--- src/rtl/grant_chain_stage.sv ---
`timescale 1ns/1ps
module grant_chain_stage #(
  parameter int N_TGT = 4,
  parameter int CNT_W = 3,
  parameter int TGT_W = $clog2(N_TGT)
) (
  input  logic                   clk,
  input  logic                   rst_n,
  input  logic                   flit_valid,
  input  logic [TGT_W-1:0]       flit_tgt,
  input  logic                   flit_drop,
  input  logic [N_TGT-1:0]       adv_in,
  output logic [N_TGT-1:0]       req_out,
  input  logic [N_TGT-1:0]       cnt_vld_in,
  input  logic [N_TGT*CNT_W-1:0] cnt_in,
  output logic [N_TGT-1:0]       cnt_vld_out,
  output logic [N_TGT*CNT_W-1:0] cnt_out,
  output logic                   grant_out
);

  logic             pend;
  logic [TGT_W-1:0] pend_tgt;

  wire             here  = cnt_vld_in[pend_tgt];
  wire [CNT_W-1:0] avail = cnt_in[pend_tgt*CNT_W +: CNT_W];
  wire             take  = pend && !flit_drop && here && (avail != '0);
  wire             issue = !pend && flit_valid && !flit_drop && adv_in[flit_tgt];

  always_ff @(posedge clk) begin
    if (!rst_n) begin
      pend      <= 1'b0;
      pend_tgt  <= '0;
      req_out   <= '0;
      grant_out <= 1'b0;
    end else begin
      pend      <= pend ? !(flit_drop || here) : issue;
      if (issue) pend_tgt <= flit_tgt;
      req_out   <= issue ? (N_TGT'(1) << flit_tgt) : '0;
      grant_out <= take;
    end
  end

  for (genvar i = 0; i < N_TGT; i++) begin : g_path
    wire mine = take && (pend_tgt == TGT_W'(i));

    always_ff @(posedge clk) begin
      if (!rst_n) begin
        cnt_vld_out[i]                 <= 1'b0;
        cnt_out[i*CNT_W +: CNT_W]      <= '0;
      end else begin
        cnt_vld_out[i]                 <= cnt_vld_in[i];
        cnt_out[i*CNT_W +: CNT_W]      <= cnt_vld_in[i]
                                          ? cnt_in[i*CNT_W +: CNT_W] - CNT_W'(mine)
                                          : '0;
      end
    end

    AST_REQ_AFTER_ADV: assert property (@(posedge clk) disable iff (!rst_n)
      req_out[i] |-> $past(adv_in[i]));

    AST_PASS_FOREIGN: assert property (@(posedge clk) disable iff (!rst_n)
      (cnt_vld_in[i] && !(pend && pend_tgt == TGT_W'(i)))
      |=> (cnt_out[i*CNT_W +: CNT_W] == $past(cnt_in[i*CNT_W +: CNT_W])));
  end

  AST_ONE_TARGET: assert property (@(posedge clk) disable iff (!rst_n)
    $onehot0(req_out));

  AST_HOLD_PENDING: assert property (@(posedge clk) disable iff (!rst_n)
    pend |=> (req_out == '0));

  AST_GRANT_PULSE: assert property (@(posedge clk) disable iff (!rst_n)
    grant_out |=> !grant_out);

  AST_GRANT_HAS_REQ: assert property (@(posedge clk) disable iff (!rst_n)
    grant_out |-> $past(pend));

endmodule

--- config.mk ---
export PLATFORM = sky130hd
export DESIGN_NAME = grant_chain_stage
export DESIGN_NICKNAME = d
export VERILOG_FILES = /design/src/rtl/grant_chain_stage.sv
export SDC_FILE = /design/constraint.sdc
export NUM_CORES = 1
export LEC_CHECK = 0
export ABC_CLOCK_PERIOD_IN_PS = 2630
export BUFFER_PORTS_ARGS = -buffer_cell sky130_fd_sc_hd__buf_2
export CAP_MARGIN = 0
export CORE_MARGIN = 8
export CORE_UTILIZATION = 47
export CTS_CLUSTER_SIZE = 40
export DETAILED_ROUTE_END_ITERATION = 7
export GPL_TIMING_DRIVEN = 0
export PLACE_DENSITY = 0.81
export SLEW_MARGIN = 20
export SYNTH_ARGS = -nofsm -noshare
export SYNTH_HDL_FRONTEND = slang
export SYNTH_SLANG_ARGS = --single-unit
--- constraint.sdc ---
create_clock -name clk -period 2.63 [get_ports clk]
set_clock_uncertainty 0.15 [all_clocks]
set_input_delay 0.1315 -clock clk [delete_from_list [all_inputs] [get_ports clk]]
set_output_delay 0.1315 -clock clk [all_outputs]
set_load 0.1 [all_outputs]
==> flow_summary.toml, run 1 <==
[outcome]
run_status = "finished clean"

[power]
cellPowerDensity_nw_per_um2 = 583
power.leakage_nw = 0.744
vdd_drop_max_uv = 450

[floorplan]
coreArea_um2 = 1960
dieWidth_um = 61.5
floorplan.die_area_um2 = 3780
floorplan.die.height_um = 61.5
rows = 16
initial_utilization_pct = 49.6
io_pins = 47

[setup_path]
worst_setup_path_start_kind = "flip-flop"
timing.critical_path.required_ns = 2.70
critPathMaxFanout = 7
endpoint_kind = "flip-flop"
cp_data_arrival_time_ns = 2.55
criticalPathCategory = "reg -> reg"

[finish]
layout.cells.most_common_list = "buf_2, dfxtp_1, nor2_1"
drive_above_1_share_pct = 34.8
layout.cell_area.non_filler_um2 = 1400
ff_latch_area_um2 = 480
mostFrequentLayoutCell = "buf_2"
area.growth.synth_to_final_pct = 44.4
antennaDiodeCount = 0
multi_input_area_um2 = 439
fillCellCount = 159
finalNetCount = 196

[global_route]
grtUsageTotal_pct = 14.0
first_global_vias = 981
gr-max-usage-layer = "met2"
grt_start_max_net_pins = 15
gr-total-overflow = 0
number_of_antenna_violations_at_the_first_check_in_global_routing = 0
met2_usage_pct = 25.0
groute.layer.met1.usage_pct = 14.7
grt_pass1_wl_um = 4010
use_met3_pct = 2.92

[clock_network]
cts_htree_levels = 1
cts_tree = "done"
cts_buffers = 3
post_cts.repair.setup_buffers = 0
cts.clk_slew.worst_paths_ns = 0.13
cts_max_path_buffers = 2
cts-resized-gates = 0
worstSkewPairLatency_ns = 0.32
post_cts_hold_buffer_count = 12
cts_root_buffer = "clkbuf_4"
clock_sink_count = 24

[timing]
drv_slew = 0
grt_setup_unrepaired = "false"
fin_crit_sh_pct = 94.1
timing.max_slew.rel_slack_pct = 66.7
timing.final.crit_period_ns = 2.47
summed_negative_setup_slack_over_all_endpoints_ns = 0
setup_viol_count_final = 0
finalHoldViolCount = 0
worstMarginPinSlew_ns = 0.502
achievable-frequency_ghz = 0.404

[place]
place.port_buffers = 45
finalWeightedCongestion = 0.771
postPlaceCellArea_um2 = 1230
dpl.hpwl_um = 1870

[yosys]
yosys-top-cells-area = "dfxtp_1, ha_1, nor2_1, inv_1, xnor2_1"
ys_types = 25
synthesis.area_um2 = 972
yosys_register_bits = 24
yosysWarnings = 0
syn-mean-instance-area_um2 = 9.72
mappedNetlistNets = 134
synth.yosys.seq_area_share_pct = 49.4
post-synth-top-area-cell = "dfxtp_1"
synth_largest_type_area_fraction_pct = 49.4
syn-instance-count = 100

[job]
cap_violations = 0

[routing]
drt_pre_antenna_iters = 4
detail_route.wl_per_cell_um = 13.2
drt_wirelength_um = 2490
antenna_violating_nets_post_route = 0
route.detailed.vias_per_inst = 4.71
drc_errors = 0
first_iter_violations = 33
routed-via-count = 885

[min_path]
holdCritPathClass = "in -> reg"
==> cell type report <==
type / instances / area share (%)
flip-flops and latches: 24 / 34.2
multi-input cells: 62 / 31.3
repair buffers: 57 / 24.6
inverters: 13 / 3.48
well taps: 27 / 2.41
clock inverters: 1 / 2.14
clock buffers: 3 / 1.60
plain buffers: 1 / 0.267
==> routing by layer <==
layer,part of all wire [%],wire length (um)
met1,41,1030
met3,9.1,225
met4,2.1,52
met5,0,0
met2,47,1180
==> state kept, by name, summed over array words and instances, names as in the netlist <==
name and cells:
pend_tgt 2, pend 1, grant_out 1, cnt_vld_out 4, req_out 4, cnt_out 12
==> synth_stat cells <==
master     number
a21oi_1         1
a221oi_2        1
a2bb2oi_1       1
a311o_1         1
a31o_2          1
and2_2          1
clkbuf_1        1
dfxtp_1        24
ha_1            8
inv_1          13
mux2_2          2
mux2i_1         2
mux4_2          1
nand2_1         6
nand2_2         1
nand2b_1        3
nand3_1         1
nand3b_1        1
nor2_1         20
nor3_1          2
nor3b_1         2
nor4_1          1
o2bb2ai_1       1
o41ai_1         1
xnor2_1         4
==> cell families (layout without fill, tap and decap cells) <==
family | count (synthesis) | after routing | share of synthesized area [%]
AND/OR/NAND/NOR | 38 | 38 | 17.9
buffers and inverters | 14 | 75 | 5.41
XOR/XNOR | 4 | 4 | 3.60
flip-flops | 24 | 24 | 49.4
AO/OA/AOI/OAI | 7 | 7 | 6.69
adder cells (fa/ha/maj) | 8 | 8 | 10.3
multiplexers | 5 | 5 | 6.69
==> per-stage QoR <==
stage	hold WS (ns)	utilization, %	setup slack, ns	instances	power [W]
after floorplan	0.0608	-	0.949	100	0.000509
after global placement	0.202	62.8	0.812	172	0.000548
after detailed placement	0.213	62.8	0.752	172	0.000551
after CTS	0.00384	71.6	0.158	188	0.000823
after global routing	0.00131	71.6	0.0519	188	0.000854
final	0.00738	71.6	0.155	188	0.000818
==> final timing paths <==
| check | from | endpoint | slack (ns) | cells after the start |
|---|---|---|---|---|
| setup / recovery | pend_tgt[1] | cnt_out[5] | 0.16 | 8 |
| hold / removal | cnt_in[4] | cnt_out[4] | 0.007 | 4 |
| setup reg to reg | pend_tgt[1] | cnt_out[5] | 0.16 | 8 |
| hold reg to reg | pend_tgt[0] | pend_tgt[0] | 0.41 | 2 |
==> power breakdown <==
| group | switching, W | total [W] | internal (W) |
|---|---|---|---|
| logic | 0.000125 | 0.000175 | 0.0000507 |
| clock network | 0.000107 | 0.000261 | 0.000154 |
| registers | 0.00000549 | 0.000382 | 0.000377 |
==> worst max-delay path, stage by stage, from the launching register on <==
cell	delay, ns
dfxtp_1	0.41
o41ai_1	0.46
a31o_2	0.21
nor2_1	0.05
ha_1	0.18
ha_1	0.18
xnor2_1	0.14
nor2_1	0.06
dlygate4sd3_1	0.54
Power figures use the tool's default switching activity.
==> inputs of run 2 (changes only) <==
--- a/config.mk
+++ b/config.mk
@@ -8,12 +8,14 @@
 export ABC_CLOCK_PERIOD_IN_PS = 2630
 export BUFFER_PORTS_ARGS = -buffer_cell sky130_fd_sc_hd__buf_2
 export CAP_MARGIN = 0
+export CELL_PAD_IN_SITES_DETAIL_PLACEMENT = 1
+export CELL_PAD_IN_SITES_GLOBAL_PLACEMENT = 1
 export CORE_MARGIN = 8
-export CORE_UTILIZATION = 47
+export CORE_UTILIZATION = 34
 export CTS_CLUSTER_SIZE = 40
 export DETAILED_ROUTE_END_ITERATION = 7
 export GPL_TIMING_DRIVEN = 0
-export PLACE_DENSITY = 0.81
+export PLACE_DENSITY_LB_ADDON = 0.1
 export SLEW_MARGIN = 20
 export SYNTH_ARGS = -nofsm -noshare
 export SYNTH_HDL_FRONTEND = slang
==> flow_summary.toml, run 2 (same netlist as run 1, synthesis figures left out) <==
[outcome]
run_status = "finished clean"

[finish]
layout.cells.non_filler = 193
finalNetCount = 197
largest_reg_flops = 12
mostFrequentLayoutCell = "buf_2"
layout.cells.most_common_list = "buf_2, dfxtp_1, nor2_1"
area.growth.synth_to_final_pct = 45.8
antennaDiodeCount = 0
biggestRegsByFlops = "cnt_out (12), cnt_vld_out (4), req_out (4)"
drive_above_1_share_pct = 35.2
top_register = "cnt_out"

[power]
share_comb_of_total_power_pct = 23.7
cell_internal_pwr_w = 0.000513
sequentialPowerShare_pct = 50.6
vdd_drop_max_uv = 252
cellPowerDensity_nw_per_um2 = 533
clock_power_share_pct = 25.7
swShare_pct = 32.1
power.leakage_nw = 0.746
total_power_w = 0.000755
power.switching_w = 0.000242

[place]
dpl.hpwl_um = 2180
dp_worst_setup_slack_ns = 0.622
finalWeightedCongestion = 0.701
dp_cells = 176
place.port_buffers = 45

[floorplan]
initial_utilization_pct = 35.6
dieWidth_um = 69.5
coreArea_um2 = 2730
floorplan.die_area_um2 = 4830
rows = 19
io_pins = 47
floorplan.die.height_um = 69.5

[clock_network]
worstSkewPairLatency_ns = 0.31
post_cts.repair.setup_buffers = 0
clock_sink_count = 24
cts_htree_levels = 1
cts_max_path_buffers = 2
cts_tree = "done"
cts_root_buffer = "clkbuf_4"
cts.clk_slew.worst_paths_ns = 0.14
cts_buffers = 3

[setup_path]
criticalPathCategory = "reg -> reg"
timing.critical_path.required_ns = 2.68
critical_path.reg2reg.endpoint = "cnt_out[8]"
reg2reg_from = "pend_tgt[0]"
worst_setup_path_start_kind = "flip-flop"
worstRegToRegCells = 8
cp_data_arrival_time_ns = 2.53
critPathMaxFanout = 5
rrSetupSlack_ns = 0.16
endpoint_kind = "flip-flop"

[min_path]
timing.hold.worst_path_depth = 4
holdCritPathClass = "in -> reg"
critical_hold_path_startpoint = "cnt_in[4]"
holdPathEnd = "cnt_out[4]"

[routing]
drt_pre_antenna_iters = 2
drt_wirelength_um = 2780
antenna_violating_nets_post_route = 0
met3_wire_len_um = 141
wl_met2_um = 1410
routed-via-count = 918
drt-met1-wl_um = 1220
first_iter_violations = 14
route.detailed.vias_per_inst = 4.76
detail_route.wl_per_cell_um = 14.4
top_signal_layer_used = "met4"
drc_errors = 0

[timing]
timing.max_slew.rel_slack_pct = 67.3
finalHoldViolCount = 0
summed_negative_setup_slack_over_all_endpoints_ns = 0
setup_viol_count_final = 0
final.hold.worst_slack_ns = 0.00741
achievable-frequency_ghz = 0.405
postLayoutSetupSlackWorst_ns = 0.159
grt_setup_unrepaired = "false"
worstMarginPinSlew_ns = 0.494
drv_slew = 0
fin_crit_sh_pct = 94.0
timing.final.crit_period_ns = 2.47

[global_route]
grtUsageTotal_pct = 11.7
gr-total-overflow = 0
grt_pass1_wl_um = 4760
first_global_vias = 1024
number_of_antenna_violations_at_the_first_check_in_global_routing = 0
grt_start_max_net_pins = 14

[job]
cap_violations = 0
## run 2: changes by cell type in the layout (fill, tap and decap cells not counted)
cell	change
nor4_1	-1
clkbuf_8	+1
bufinv_16	-1
nor4_4	+1
dlygate4sd3_1	+1
## run 2: power by group through the flow
stage,Sequential [W],Clock (W),Combinational [W]
2_1_floorplan,0.000473,0,0.0000359
3_3_place_gp,0.000390,0,0.000161
3_5_place_dp,0.000390,0,0.000164
4_1_cts,0.000382,0.000204,0.000178
5_1_grt,0.000384,0.000221,0.000191
6_report,0.000382,0.000194,0.000179
## run 2: layout make-up
class                           instances  area (um2)
Fill cell                             331        1320
Timing Repair Buffer                   58         355
Buffer                                  1        3.75
Inverter                               13        48.8
Multi-Input combinational cell         62         454
Tap cell                               31        38.8
Clock buffer                            4        36.3
Sequential cell                        24         480
## run 2: worst max path at each step
stage	startpoint	end	cells past startpoint
4_1_cts	pend_tgt[1]	cnt_out[2]	8
3_3_place_gp	pend_tgt[1]	cnt_out[5]	7
5_1_grt	pend_tgt[1]	cnt_out[8]	8
2_1_floorplan	pend_tgt[0]	cnt_out[11]	7
3_5_place_dp	pend_tgt[1]	cnt_out[2]	7
6_report	pend_tgt[0]	cnt_out[8]	8
## run 2: worst max-delay path, stage by stage, from the launching register on
cell           delay, ns
dfxtp_1             0.47
mux2_2              0.38
nand2b_1            0.15
nor2_1              0.06
ha_1                0.19
ha_1                0.19
xnor2_1             0.16
nor2_1              0.06
dlygate4sd3_1       0.55
## run 2: what timing repair did
action                                 CTS  global route
hold buffers                            13             0
endpoints found under the hold margin   20             0
setup endpoints to repair                0             2
resized for setup                        0             2
## run 2: through the flow
stage | instance area [um2] | utilization, %
final | 1420 | 51.9
after global placement | 1240 | 45.2
after floorplan | 972 | -
after detailed placement | 1240 | 45.2
after CTS | 1400 | 51.3
after global routing | 1420 | 51.9
## run 2: metal layers
layer / track usage, % / vias up
met5: 0 / -
met4: 2.05 / 0
met3: 3.00 / 2
met2: 21.4 / 28
met1: 13.2 / 435
li1: - / 453
